<file path="src/rtl/sync_burst_pkg.sv">
`timescale 1ns/1ps
package sync_burst_pkg;
  localparam int unsigned WORD_W_DEF    = 18;
  localparam int unsigned MIN_HIGH_DEF  = 6;
  localparam int unsigned BURST_LEN_DEF = 1026;

  // lower half ones, upper half zeros (bit 0 leaves first)
  function automatic logic train_bit(input int unsigned idx, input int unsigned width);
    return (idx < width / 2);
  endfunction
endpackage

</file>
<file path="src/rtl/sync_qualifier.sv">
`timescale 1ns/1ps
module sync_qualifier #(
  parameter int unsigned MIN_HIGH = 6
) (
  input  logic clk_i,
  input  logic rst_ni,
  input  logic sync_i,
  output logic qual_o
);
  localparam int unsigned CNT_W = $clog2(MIN_HIGH + 1);
  localparam logic [CNT_W-1:0] CNT_SAT = CNT_W'(MIN_HIGH);

  logic [CNT_W-1:0] run_q;

  always_ff @(posedge clk_i or negedge rst_ni) begin
    if (!rst_ni) begin
      run_q <= '0;
    end else if (!sync_i) begin
      run_q <= '0;
    end else if (run_q != CNT_SAT) begin
      run_q <= run_q + 1'b1;
    end
  end

  // current sample is the (MIN_HIGH+1)th consecutive high
  assign qual_o = sync_i && (run_q == CNT_SAT);

  p_qual_needs_prev_high_r3: assert property (@(posedge clk_i) disable iff (!rst_ni)
    qual_o |-> $past(sync_i));

  p_low_clears_r7: assert property (@(posedge clk_i) disable iff (!rst_ni)
    !sync_i |=> !qual_o);
endmodule

</file>
<file path="src/rtl/burst_timer.sv">
`timescale 1ns/1ps
module burst_timer #(
  parameter int unsigned BURST_LEN = 1026
) (
  input  logic clk_i,
  input  logic rst_ni,
  input  logic qual_i,
  output logic busy_o
);
  localparam int unsigned REM_W = $clog2(BURST_LEN);
  localparam logic [REM_W-1:0] REM_INIT = REM_W'(BURST_LEN - 1);

  logic             busy_q;
  logic [REM_W-1:0] rem_q;
  logic             last_w;
  logic             start_w;

  assign last_w  = busy_q && (rem_q == '0);
  assign start_w = qual_i && (!busy_q || last_w);

  always_ff @(posedge clk_i or negedge rst_ni) begin
    if (!rst_ni) begin
      busy_q <= 1'b0;
      rem_q  <= '0;
    end else if (start_w) begin
      busy_q <= 1'b1;
      rem_q  <= REM_INIT;
    end else if (busy_q) begin
      if (rem_q == '0) busy_q <= 1'b0;
      else             rem_q  <= rem_q - 1'b1;
    end
  end

  assign busy_o = busy_q;

  p_start_after_qual_r4: assert property (@(posedge clk_i) disable iff (!rst_ni)
    $rose(busy_q) |-> $past(qual_i));

  p_no_early_end_r5: assert property (@(posedge clk_i) disable iff (!rst_ni)
    (busy_q && rem_q != '0) |=> busy_q);

  p_back_to_back_r6: assert property (@(posedge clk_i) disable iff (!rst_ni)
    (last_w && qual_i) |=> (busy_q && rem_q == REM_INIT));

  p_idle_stays_r10: assert property (@(posedge clk_i) disable iff (!rst_ni)
    (!busy_q && !qual_i) |=> !busy_q);
endmodule

</file>
<file path="src/rtl/payload_mux.sv">
`timescale 1ns/1ps
module payload_mux #(
  parameter int unsigned WORD_W = 18
) (
  input  logic              sel_train_i,
  input  logic [WORD_W-1:0] data_i,
  output logic [WORD_W-1:0] payload_o
);
  import sync_burst_pkg::*;

  logic [WORD_W-1:0] train_w;

  for (genvar b = 0; b < WORD_W; b++) begin : g_train
    assign train_w[b] = train_bit(b, WORD_W);
  end

  assign payload_o = sel_train_i ? train_w : data_i;

  always_comb begin
    a_half_ones_r1: assert ($countones(train_w) == WORD_W / 2);
  end
endmodule

</file>
<file path="src/rtl/sync_burst_gen.sv">
`timescale 1ns/1ps
module sync_burst_gen #(
  parameter int unsigned WORD_W    = sync_burst_pkg::WORD_W_DEF,
  parameter int unsigned MIN_HIGH  = sync_burst_pkg::MIN_HIGH_DEF,
  parameter int unsigned BURST_LEN = sync_burst_pkg::BURST_LEN_DEF
) (
  input  logic              clk_i,
  input  logic              rst_ni,
  input  logic              sync_i,
  input  logic [WORD_W-1:0] data_i,
  output logic [WORD_W-1:0] payload_o,
  output logic              busy_o
);
  logic qual_w;
  logic busy_w;

  sync_qualifier #(.MIN_HIGH(MIN_HIGH)) u_qual (
    .clk_i  (clk_i),
    .rst_ni (rst_ni),
    .sync_i (sync_i),
    .qual_o (qual_w)
  );

  burst_timer #(.BURST_LEN(BURST_LEN)) u_timer (
    .clk_i  (clk_i),
    .rst_ni (rst_ni),
    .qual_i (qual_w),
    .busy_o (busy_w)
  );

  payload_mux #(.WORD_W(WORD_W)) u_mux (
    .sel_train_i (busy_w),
    .data_i      (data_i),
    .payload_o   (payload_o)
  );

  assign busy_o = busy_w;

  p_busy_needs_request_r4: assert property (@(posedge clk_i) disable iff (!rst_ni)
    $rose(busy_w) |-> $past(sync_i));
endmodule

</file>
<file path="config.mk">
export PLATFORM = sky130hd
export DESIGN_NAME = sync_burst_gen
export DESIGN_NICKNAME = d
export VERILOG_FILES = /design/src/rtl/sync_burst_pkg.sv /design/src/rtl/sync_qualifier.sv /design/src/rtl/burst_timer.sv /design/src/rtl/payload_mux.sv /design/src/rtl/sync_burst_gen.sv
export SDC_FILE = /design/constraint.sdc
export NUM_CORES = 1
export LEC_CHECK = 0
export BUFFER_PORTS_ARGS = -buffer_cell sky130_fd_sc_hd__buf_2
export CAP_MARGIN = 20
export CELL_PAD_IN_SITES_DETAIL_PLACEMENT = 1
export CELL_PAD_IN_SITES_GLOBAL_PLACEMENT = 1
export CORE_MARGIN = 3
export CORE_UTILIZATION = 38
export CTS_BUF_LIST = sky130_fd_sc_hd__clkbuf_4 sky130_fd_sc_hd__clkbuf_8
export DETAILED_ROUTE_END_ITERATION = 7
export GPL_TIMING_DRIVEN = 1
export PLACE_DENSITY = 0.95
export SYNTH_ARGS = -nofsm -noshare
export SYNTH_HDL_FRONTEND = slang
export SYNTH_SLANG_ARGS = --single-unit
</file>
<file path="constraint.sdc">
create_clock -name clk_i -period 2.94 [get_ports clk_i]
set_input_delay 0.588 -clock clk_i [delete_from_list [all_inputs] [get_ports clk_i]]
set_output_delay 0.588 -clock clk_i [all_outputs]
set_load 0.005 [all_outputs]
</file>
== After elaboration in Yosys (flattened, before gate mapping) ==
Index checks and enable logic that the tools add are counted.

* Output and inout bits: 19
* Register bits: 15
* Input port bits: 21
* Logic and storage cells: 26

* Add/subtract/negate cells: 2
* Muxes and demuxes: 9
* Reductions and logical operators: 8
* Equal/unequal tests: 4

{| class="wikitable"
|+ Operator list
! operator !! count
|-
| two-way mux 11 bit || 3
|-
| two-way mux 18 bit || 1
|-
| logical NOT 11 bit || 1
|-
| subtractor 11 x 1 -> 11 bit (second input constant) || 1
|-
| two-way mux 3 bit || 2
|-
| != test 2 x 1 -> 1 bit (second input constant) || 2
|-
| adder 3 x 1 -> 3 bit (second input constant) || 1
|-
| equality test 3 bit (second input constant) || 1
|-
| logical AND 1 bit || 3
|-
| two-way mux 1 bit || 3
|-
| != test 3 bit (second input constant) || 1
|-
| AND reduction 2 bit || 1
|-
| nonzero test 2 bit || 1
|-
| logical NOT 1 bit || 1
|-
| logical OR 1 bit || 1
|}

== Logic depth before layout (Yosys ltp) ==
Gate-level depths: netlist (run 1).

* Depth after elaboration: 6
* Depth in mapped cells: 7

== Cells and area by module ==
From an unflattened synthesis (run 1), not the netlist that was laid out.

* Cell total of the unflattened synthesis: 105
* Area total of the unflattened synthesis: 977.2 µm²

{| class="wikitable"
|+ By module, submodules not included
! module !! instances !! cells each !! area an instance (µm²)
|-
| burst_timer || 1 || 70 || 679.4
|-
| sync_qualifier || 1 || 16 || 163.9
|-
| payload_mux || 1 || 19 || 133.9
|}

== Least setup slack after synthesis (run 1) ==
No wires, ideal clock.

* Path kind: flip-flop to flip-flop
* From: reg u_timer.rem_q[0]
* To: reg u_timer.rem_q[5]
* Period minus slack after synthesis: 1951 ps
* Arrival: 1869 ps
* Cell stages (with the launch flop): 8
* Slack: 989 ps
* Path through: dfrtp_1 > inv_1 > ha_1 > or3b_1 > o41ai_4 > and2_4 > inv_4 > a31oi_1

* Word-level cells in the longest chain between the ends: 6
* Elaborated cells between the ends (all ways): 11
* Classes of those cells: add/sub (1); eq/ne (1); mux (3); reduce/logical (6)

{| class="wikitable"
|+ Ends and longest elaborated chain
! item !! line !! text
|-
| start: declaration || burst_timer.sv:14 || <nowiki>logic [REM_W-1:0] rem_q;</nowiki>
|-
| start signal: assignment || burst_timer.sv:30 || <nowiki>else rem_q <= rem_q - 1'b1;</nowiki>
|-
| parallel branches: the longest is 6 deep, another holds subtractor 11 x 1 -> 11 bit || - ||
|}

Several ways; the timed one is not identified. The select of a mux whose other input is x is not followed.
A chain may end at the register's enable or synchronous reset.

== Final worst setup path (run 1) ==
* From: reg u_timer.rem_q[0]
* To: reg u_timer.rem_q[7]

The elaborated chain is that of the path after synthesis.

==> out/qor.csv, run 1 <==
stage;metric;value;unit
clocking;CTS tree;yes;
clocking;clock-pin slew reported for the worst setup and hold paths after clock tree synthesis;0.10;ns
power;power density of the placed cells;316;mW/mm^2
routing;Detailed Route Iter0 Violations;15;
clocking;number of clock sinks;15;
sta;unrepaired setup endpoints after global routing;false;
floorplanning;Site Rows;17;
grt;largest net degree at the start of global routing;30;
setup_path;type of the setup path with the least slack;reg2reg;
grt;Total GRT Usage;0.205;
sta;final setup TNS;0;ns
sta;count of endpoints failing setup in the final report;0;
placement;HPWL after detailed placement;2.37;mm
sta;highest attainable clock frequency;442;MHz
synth;Mapped Nets;127;
sta;slew margin rel.;0.440;
synth;gate count after technology mapping;103;
finish;Design Area, Final;0.00121;sq mm
clocking;hold_buf cts;0;
clocking;latest clock arrival within the worst-skew pair;0.30;ns
floorplanning;Core Footprint;0.00230;sq mm
floorplanning;die span in y;56.4;um
grt;global-route congestion overflow total;0;
sta;actual slew at the worst max-slew pin;0.840;ns
setup_path;Setup crit end kind;flip-flop;
grt;vias in the first global route;1099;
sta;max-slew violation count;0;
grt;GR Layer Usage met2;0.359;
synth;share of the yosys chip area belonging to registers;0.390;
clocking;CTS root buf;sky130_fd_sc_hd__clkbuf_4;
outcome;run status;completed;
finish;area grow syn2layout;25.8;%
job;MaxCap Viol Count;0;
power;IR Drop Worst-Case VDD;0.000300;V
placement;weighted congestion at the end of routability-driven global placement;0.825;
floorplanning;floorplan die area;0.00318;sq mm
synth;area of the mapped netlist;963;sq um
synth;average instance area after synthesis;9.35;sq um
clocking;CTS Buf Count;3;
floorplanning;initial standard-cell utilization of the core;0.419;
routing;drt first pass iters;4;
finish;Fillers;283;
finish;antenna diode count;0;
synth;number of different library cells in the post-synthesis netlist;39;
sta;minimum period implied by the final worst setup slack;2.26;ns
routing;average wire per cell in the routed design;17.8;um
routing;final antenna-violating net count;0;
finish;fin util;0.528;
grt;peak-usage layer in the global routing report;met2;
sta;worst clock skew on the final layout;0.00782;ns
floorplanning;I/O pin total;40;
clocking;buffer count from post-CTS setup fixing;0;
setup_path;maximum fanout along the worst path;7;
routing;mean number of vias per cell;5.74;
setup_path;cell at the slowest stage of the critical path;sky130_fd_sc_hd__o41ai_4;
routing;number of remaining DRC errors;0;
finish;number of nets in the finished design;168;
synth;FF+latch count, synth;15;
grt;first-pass GRT wire length;5.13;mm
setup_path;sequence of cells on the critical path;inv_1, ha_1, or3b_1, o41ai_4, and2_4, inv_4, a31oi_1;
grt;routing usage on met1;0.229;
routing;total number of vias;982;
finish;fraction of layout instances using a drive strength above 1;0.441;
grt;initial antenna violation count;0;
setup_path;nature of the critical path startpoint;flip-flop;
placement;placed instance area;0.00118;sq mm
setup_path;Top delay family on crit path;simple AND/OR/NAND/NOR gates;
clocking;H-Tree Level Count;1;
setup_path;biggest cell delay along the critical path;0.50;ns
setup_path;setup slack of the worst register-to-register path;0.68;ns
synth;synth warn;0;
setup_path;number of buffers and inverters on the critical path;2;
placement;Port Buf Inserts;39;
finish;most common cell after layout, fill and taps aside;sky130_fd_sc_hd__buf_2;
setup_path;required time reported for the critical path endpoint;3.16;ns
finish;commonest cells after routing, fill and taps aside;sky130_fd_sc_hd__buf_2 (39), sky130_fd_sc_hd__dfrtp_1 (15), sky130_fd_sc_hd__or2_2 (11), sky130_fd_sc_hd__nor2b_1 (9), sky130_fd_sc_hd__inv_1 (7);
power;leakage component of the power;0.000580;uW
clocking;Bufs on Longest Clock Path;2;
routing;drt total wl;3.04;mm
floorplanning;die width;56.4;um
sta;ratio of final minimum period to clock period;0.770;
hold_path;hold crit path type;in2async;
setup_path;arrival time of the worst setup path;2.49;ns
sta;count of final hold-check violations;0;
clocking;number of gates given a new drive strength after cts;0;
grt;met3 track utilization from global routing;0.0414;
power by group:
part | internal (uW) | switching [uW]
clock network | 62.2 | 77.0
logic | 16.6 | 14.3
registers | 210 | 3.56
worst paths after layout:
kind                                  start          endpoint  cells past startpoint
max                        u_timer.rem_q[0]  u_timer.rem_q[7]                      7
min                                  rst_ni  u_timer.rem_q[3]                      1
max reg2reg                u_timer.rem_q[0]  u_timer.rem_q[7]                      7
min reg2reg                 u_qual.run_q[2]   u_qual.run_q[2]                      1
max in group asynchronous            rst_ni   u_qual.run_q[2]                      1
min in group clk_i          u_qual.run_q[2]   u_qual.run_q[2]                      1
per-layer routing:
layer / vias up / part of all wire
li1: 451 / -
met4: 0 / 0.046
met5: - / 0
met1: 474 / 0.38
met2: 39 / 0.52
met3: 18 / 0.055
layout make-up:
class / instances / area (sq um) / area share
timing repair buffer: 39 / 195 / 0.161
sequential: 15 / 375 / 0.310
inverter: 8 / 32.5 / 0.0268
multi-input combinational: 77 / 544 / 0.449
tap: 28 / 35.0 / 0.0289
clock buffer: 4 / 30.0 / 0.0248
logic make-up after synthesis:
kind of cell | after synthesis | share of synthesized area
adders and majority gates | 3 | 0.0390
and+or+nand+nor | 46 | 0.282
xor gates and xnor gates | 3 | 0.0273
buffers and inverters | 11 | 0.0455
AOI/OAI and AO/OA | 25 | 0.217
DFF | 15 | 0.390
Yosys cell counts (all sizes together):
cell / number / area, sq um
or3b: 1 / 8.76
or4b: 1 / 10.0
o41a: 1 / 11.3
o221ai: 1 / 8.76
a211o: 1 / 10.0
xnor2: 3 / 26.3
a31o: 1 / 8.76
inv: 8 / 32.5
nand2: 5 / 18.8
clkbuf: 3 / 11.3
o21a: 1 / 7.51
a2111oi: 1 / 8.76
a41oi: 1 / 8.76
a21oi: 2 / 10.0
o41ai: 1 / 27.5
nor2b: 9 / 56.3
nor4: 2 / 12.5
a31oi: 5 / 31.3
ha: 3 / 37.5
a22oi: 1 / 7.51
nand4: 1 / 6.26
nor3: 2 / 10.0
and3: 1 / 6.26
o211ai: 1 / 12.5
or2: 11 / 68.8
nand3: 3 / 15.0
a21o: 1 / 8.76
o2111ai: 1 / 8.76
or3: 1 / 11.3
a22o: 1 / 8.76
nand3b: 1 / 7.51
dfrtp: 15 / 375
nor2: 5 / 18.8
nand2b: 1 / 6.26
o211a: 1 / 10.0
o21ai: 4 / 20.0
and2: 2 / 15.0
stage by stage:
stage               hold slack [ns]  setup slack [ns]  total power, uW  cells
floorplan                     0.292             0.989              228    103
global placement              0.488             0.884              245    167
detailed placement            0.517             0.678              249    167
CTS                           0.189             0.672              379    171
global route                  0.192             0.514              399    171
finish                        0.171             0.675              384    171
flip-flops by register name (all words and copies together) (netlist names):
| register | flops |
|---|---|
| u_qual.run_q | 3 |
| u_timer.busy_o | 1 |
| u_timer.rem_q | 11 |
No activity file was read; power rests on OpenSTA's default activity.
==> run 2, diff against run 1 <==
CORE_UTILIZATION = 32   (was 38)
PLACE_DENSITY = 0.87   (was 0.95)
clock period = 1.9 ns   (was 2.94 ns; I/O delays follow)
==> out/qor.csv, run 2 (synthesis gave the netlist of run 1 again) <==
stage;metric;value;unit;change
outcome;run status;finished, violations left;;
outcome;violated checks;negative setup slack;;
power;leakage component of the power;0.000683;uW;+18%
routing;final antenna-violating net count;0;;unchanged
sta;highest attainable clock frequency;515;MHz;+17%
grt;largest net degree at the start of global routing;17;;-43%
sta;Worst Hold Margin;0.355;ns;+0.184 ns
setup_path;Top delay family on crit path;compound AO/OA/AOI/OAI gates;;
sta;smallest setup slack after layout;-0.0426;ns;-0.718 ns
setup_path;Setup crit end kind;flip-flop;;
routing;drt first pass iters;4;;unchanged
floorplanning;I/O pin total;40;;unchanged
clocking;clock-pin slew reported for the worst setup and hold paths after clock tree synthesis;0.09;ns;about the same
setup_path;arrival time of the worst setup path;2.12;ns;-0.37 ns
routing;Detailed Route Iter0 Violations;20;;+5
floorplanning;die span in y;60.9;um;+8.0%
sta;slew margin rel.;0.752;;+0.312
clocking;latest clock arrival within the worst-skew pair;0.28;ns;-0.02 ns
routing;number of remaining DRC errors;0;;unchanged
routing;average wire per cell in the routed design;17.9;um;+0.61%
clocking;H-Tree Level Count;1;;unchanged
sta;count of endpoints failing setup in the final report;3;;+3
grt;vias in the first global route;1097;;-0.18%
setup_path;required time reported for the critical path endpoint;2.07;ns;-1.09 ns
routing;uppermost layer routed;met4;;
clocking;CTS Buf Count;3;;unchanged
routing;mean number of vias per cell;5.24;;-8.7%
floorplanning;floorplan die area;0.00371;sq mm;+17%
finish;antenna diode count;0;;unchanged
floorplanning;die width;60.9;um;+8.0%
finish;fraction of layout instances using a drive strength above 1;0.561;;+0.120
placement;weighted congestion at the end of routability-driven global placement;0.771;;-6.6%
clocking;CTS tree;yes;;
sta;final setup TNS;-0.0600;ns;-0.0600 ns
routing;drt total wl;3.49;mm;+15%
setup_path;cell at the slowest stage of the critical path;sky130_fd_sc_hd__o41a_1;;
routing;met3 wire len;106;um;-36%
power;IR Drop Worst-Case VDD;0.000411;V;+37%
finish;area grow syn2layout;49.9;%;
clocking;number of clock sinks;15;;unchanged
setup_path;sequence of cells on the critical path;inv_2, ha_4, or3b_4, o41a_1, a41oi_1, a31oi_1;;
sta;ratio of final minimum period to clock period;1.02;;+0.252
setup_path;biggest cell delay along the critical path;0.49;ns;about the same
sta;actual slew at the worst max-slew pin;0.372;ns;-0.468 ns
power;power density of the placed cells;405;mW/mm^2;+28%
setup_path;type of the setup path with the least slack;reg2reg;;
sta;minimum period implied by the final worst setup slack;1.94;ns;-0.322 ns
job;MaxCap Viol Count;0;;unchanged
finish;commonest cells after routing, fill and taps aside;sky130_fd_sc_hd__buf_2 (39), sky130_fd_sc_hd__buf_4 (19), sky130_fd_sc_hd__dfrtp_1 (15), sky130_fd_sc_hd__or2_2 (11), sky130_fd_sc_hd__nor2b_1 (9);;
clocking;Bufs on Longest Clock Path;2;;unchanged
placement;Port Buf Inserts;39;;unchanged
sta;worst clock skew on the final layout;0.000396;ns;-0.00743 ns
sta;count of final hold-check violations;0;;unchanged
hold_path;hold crit path type;in2reg;;
routing;met1 layer wirelength in the final routing;1.51;mm;+31%
clocking;CTS root buf;sky130_fd_sc_hd__clkbuf_4;;
finish;Fillers;335;;+18%
floorplanning;initial standard-cell utilization of the core;0.343;;-0.0759
sta;max-slew violation count;0;;unchanged
placement;HPWL after detailed placement;2.60;mm;+9.6%
grt;first-pass GRT wire length;5.28;mm;+2.8%
setup_path;maximum fanout along the worst path;6;;-1
setup_path;number of buffers and inverters on the critical path;1;;-1
grt;initial antenna violation count;0;;unchanged
finish;number of nets in the finished design;189;;+13%
finish;most common cell after layout, fill and taps aside;sky130_fd_sc_hd__buf_2;;
setup_path;nature of the critical path startpoint;flip-flop;;
finish;register with the most flip-flops;u_timer.rem_q;;
routing;total number of vias;1022;;+4.1%
routing;met2 wirelength from detailed routing;1.85;mm;+17%
grt;global-route congestion overflow total;0;;unchanged
grt;Total GRT Usage;0.194;;-0.0108
floorplanning;Site Rows;19;;+2
sta;unrepaired setup endpoints after global routing;true;;
floorplanning;Core Footprint;0.00281;sq mm;+22%
finish;max reg flops;11;;unchanged
==> run 2: area by class of cell <==
class	count	area (sq um)	area share
clock buffer	4	30.0	0.0208
inverter	8	32.5	0.0225
multi-input combinational	77	608	0.421
sequential	15	375	0.260
tap	31	38.8	0.0269
timing repair buffer	60	359	0.249
==> run 2: where the power goes <==
part	switching (uW)	total, uW	internal, uW
combinational	22.8	50.2	27.5
clock	108	204	95.8
sequential	5.41	330	325
==> run 2: final timing paths <==
check	start	to	slack, ns	depth (start not counted)
max	u_timer.rem_q[0]	u_timer.rem_q[7]	-0.04	6
min	sync_i	u_qual.run_q[1]	0.35	2
max reg2reg	u_timer.rem_q[0]	u_timer.rem_q[7]	-0.04	6
min reg2reg	u_qual.run_q[2]	u_qual.run_q[2]	0.53	1
max in group asynchronous	rst_ni	u_timer.rem_q[6]	1.10	2
min in group asynchronous	rst_ni	u_timer.rem_q[3]	0.54	2
==> run 2: metrics by stage <==
step	cells	total power [uW]	cell area, sq um	setup slack [ns]	util
after floorplan	103	353	963	0.0267	-
after global routing	195	610	1440	-0.125	0.515
after CTS	192	586	1380	-0.0554	0.492
after detailed placement	182	384	1280	-0.167	0.455
after global placement	182	379	1280	0.0130	0.455
final	195	585	1440	-0.0426	0.515
==> run 2: worst register-to-register path: stages, from the launching register on <==
cell,delay (ns)
sky130_fd_sc_hd__dfrtp_1,0.40
sky130_fd_sc_hd__inv_2,0.09
sky130_fd_sc_hd__ha_4,0.13
sky130_fd_sc_hd__or3b_4,0.41
sky130_fd_sc_hd__o41a_1,0.49
sky130_fd_sc_hd__a41oi_1,0.24
sky130_fd_sc_hd__a31oi_1,0.06
==> run 2: timing repair <==
| item | in CTS | in global routing |
|---|---|---|
| hold endpoints to repair | 15 | 0 |
| setup buffers | 5 | 3 |
| hold buffers | 1 | 0 |
| pin swaps | 3 | 3 |
| resized for setup | 9 | 7 |
| endpoints found under the setup margin | 10 | 10 |
==> run 2: layer usage <==
layer,track usage,up-vias
met3,0.0234,2
met5,0,-
met1,0.244,505
met4,0.0557,0
met2,0.345,22
li1,-,493
==> run 3, diff against run 2 <==
BUFFER_PORTS_ARGS = -buffer_cell sky130_fd_sc_hd__clkbuf_2   (was -buffer_cell sky130_fd_sc_hd__buf_2)
CELL_PAD_IN_SITES_GLOBAL_PLACEMENT = 2   (was 1)
CORE_UTILIZATION = 25   (was 32)
PLACE_DENSITY = 0.86   (was 0.87)
SKIP_LAST_GASP = 1   (was unset)
==> out/qor.csv, run 3 (synthesis gave the netlist of run 1 again) <==
stage;metric;value;unit;change
sta;worst clock skew on the final layout;0.00236;ns;+0.00196 ns
setup_path;arrival time of the worst setup path;2.14;ns;+0.02 ns
clocking;H-Tree Level Count;1;;unchanged
finish;fraction of layout instances using a drive strength above 1;0.564;;+0.00266
sta;count of final hold-check violations;0;;unchanged
grt;vias in the first global route;1036;;-5.6%
finish;commonest cells after routing, fill and taps aside;sky130_fd_sc_hd__clkbuf_2 (39), sky130_fd_sc_hd__buf_4 (21), sky130_fd_sc_hd__dfrtp_1 (15), sky130_fd_sc_hd__or2_2 (11), sky130_fd_sc_hd__nor2b_1 (9);;
routing;uppermost layer routed;met4;;
grt;Total GRT Usage;0.136;;-0.0574
power;IR Drop Worst-Case VDD;0.000333;V;-19%
floorplanning;initial standard-cell utilization of the core;0.274;;-0.0698
sta;minimum period implied by the final worst setup slack;2.01;ns;+0.0707 ns
sta;Worst Hold Margin;0.0513;ns;-0.303 ns
routing;total number of vias;1019;;-0.29%
routing;Detailed Route Iter0 Violations;15;;-25%
outcome;run status;finished, violations left;;
sta;unrepaired setup endpoints after global routing;true;;
hold_path;hold crit path type;in2async;;
routing;mean number of vias per cell;4.83;;-7.9%
placement;Port Buf Inserts;39;;unchanged
routing;average wire per cell in the routed design;15.2;um;-15%
routing;drt total wl;3.20;mm;-8.3%
setup_path;biggest cell delay along the critical path;0.48;ns;about the same
setup_path;nature of the critical path startpoint;flip-flop;;
routing;number of remaining DRC errors;0;;unchanged
placement;cell total after placement;198;;+8.8%
floorplanning;Core Footprint;0.00352;sq mm;+26%
grt;global-route congestion overflow total;0;;unchanged
sta;count of endpoints failing setup in the final report;7;;+4
sta;max-slew violation count;0;;unchanged
clocking;CTS tree;yes;;
setup_path;cell at the slowest stage of the critical path;sky130_fd_sc_hd__o41a_1;;
outcome;violated checks;negative setup slack;;
finish;most common cell after layout, fill and taps aside;sky130_fd_sc_hd__clkbuf_2;;
clocking;Bufs on Longest Clock Path;2;;unchanged
routing;final antenna-violating net count;0;;unchanged
grt;initial antenna violation count;0;;unchanged
sta;ratio of final minimum period to clock period;1.06;;+0.0372
placement;Post-Place Setup Slack;-0.150;ns;+0.0166 ns
grt;first-pass GRT wire length;4.85;mm;-8.1%
finish;antenna diode count;0;;unchanged
finish;number of nets in the finished design;190;;+0.53%
clocking;CTS root buf;sky130_fd_sc_hd__clkbuf_8;;
floorplanning;die span in y;68.1;um;+12%
routing;drt first pass iters;4;;unchanged
finish;Fillers;430;;+28%
setup_path;Setup crit end kind;flip-flop;;
power;leakage component of the power;0.000704;uW;+3.0%
routing;met2 wirelength from detailed routing;1.87;mm;+1.5%
clocking;CTS Buf Count;3;;unchanged
setup_path;type of the setup path with the least slack;reg2reg;;
setup_path;required time reported for the critical path endpoint;2.03;ns;-0.04 ns
power;power density of the placed cells;433;mW/mm^2;+7.0%
sta;actual slew at the worst max-slew pin;0.414;ns;+0.0424 ns
routing;met1 layer wirelength in the final routing;1.26;mm;-17%
sta;highest attainable clock frequency;497;MHz;-3.5%
setup_path;library cell appearing most often on the critical path;sky130_fd_sc_hd__a31oi_1;;
setup_path;maximum fanout along the worst path;6;;unchanged
finish;register with the most flip-flops;u_timer.rem_q;;
floorplanning;I/O pin total;40;;unchanged
placement;HPWL after detailed placement;2.45;mm;-5.7%
clocking;latest clock arrival within the worst-skew pair;0.25;ns;-0.03 ns
grt;largest net degree at the start of global routing;19;;+2
floorplanning;floorplan die area;0.00463;sq mm;+25%
clocking;number of clock sinks;15;;unchanged
placement;weighted congestion at the end of routability-driven global placement;0.765;;-0.74%
finish;fin util;0.419;;-0.0961
floorplanning;Site Rows;21;;+2
sta;slew margin rel.;0.724;;-0.0282
job;MaxCap Viol Count;0;;unchanged
setup_path;sequence of cells on the critical path;inv_2, ha_4, or3b_4, buf_6, o41a_1, a31oi_1, a31oi_1;;
finish;post-layout instance count excluding filler cells;211;;+8.2%
finish;area grow syn2layout;53.0;%;
clocking;clock-pin slew reported for the worst setup and hold paths after clock tree synthesis;0.07;ns;-0.02 ns
routing;met3 wire len;61;um;-42%
clocking;hold_buf cts;0;;-1
sta;smallest setup slack after layout;-0.113;ns;-0.0707 ns
floorplanning;die width;68.1;um;+12%
finish;max reg flops;11;;unchanged
run 3: layout make-up:
type	instances	area (sq um)	area share
Inverter	8	32.5	0.0221
Sequential cell	15	375	0.255
Multi-Input combinational cell	77	598	0.406
Clock buffer	3	41.3	0.0280
Clock inverter	1	5.00	0.00340
Timing Repair Buffer	61	364	0.247
Tap cell	46	57.6	0.0390
run 3: path summary, 6_finish.rpt:
check                                  from                 to  slack (ns)  cells past startpoint
setup / recovery           u_timer.rem_q[0]   u_timer.rem_q[5]       -0.11                      7
hold / removal                       rst_ni   u_timer.rem_q[2]        0.05                      1
setup reg to reg           u_timer.rem_q[0]   u_timer.rem_q[5]       -0.11                      7
hold reg to reg             u_qual.run_q[2]    u_qual.run_q[2]        0.51                      1
max in group asynchronous            rst_ni  u_timer.rem_q[10]        1.56                      1
min in group clk_i                   sync_i    u_qual.run_q[2]        0.40                      3
run 3: timing repair:
item | in CTS | in global routing
endpoints found under the setup margin | 8 | 12
buffers inserted | 4 | 5
resized for setup | 8 | 7
pin swaps | 8 | 7
run 3: where the power goes:
| part | internal [uW] | switching (uW) |
|---|---|---|
| Combinational | 26.0 | 21.2 |
| Sequential | 325 | 4.74 |
| Clock | 145 | 117 |
| Total | 496 | 143 |
run 3: layer usage:
metal,global-route usage,up-vias
li1,-,492
met1,0.163,516
met2,0.265,9
met3,0.00985,2
met4,0.0223,0
met5,0,-
run 3: critical path, delay by kind of cell (launching register included):
family                     cells  cell delay [ns]
and+or+nand+nor                1             0.38
buffers and inverters          2             0.21
DFF                            1             0.40
adders and majority gates      1             0.13
AOI/OAI and AO/OA              3             0.77
run 3: through the flow:
stage	area [sq um]	total power, uW	setup TNS, ns
6_report	1470	639	-0.444
3_3_place_gp	1300	379	0
2_1_floorplan	963	353	0
5_1_grt	1470	669	-1.08
4_1_cts	1400	649	-0.296
3_5_place_dp	1300	384	-0.443
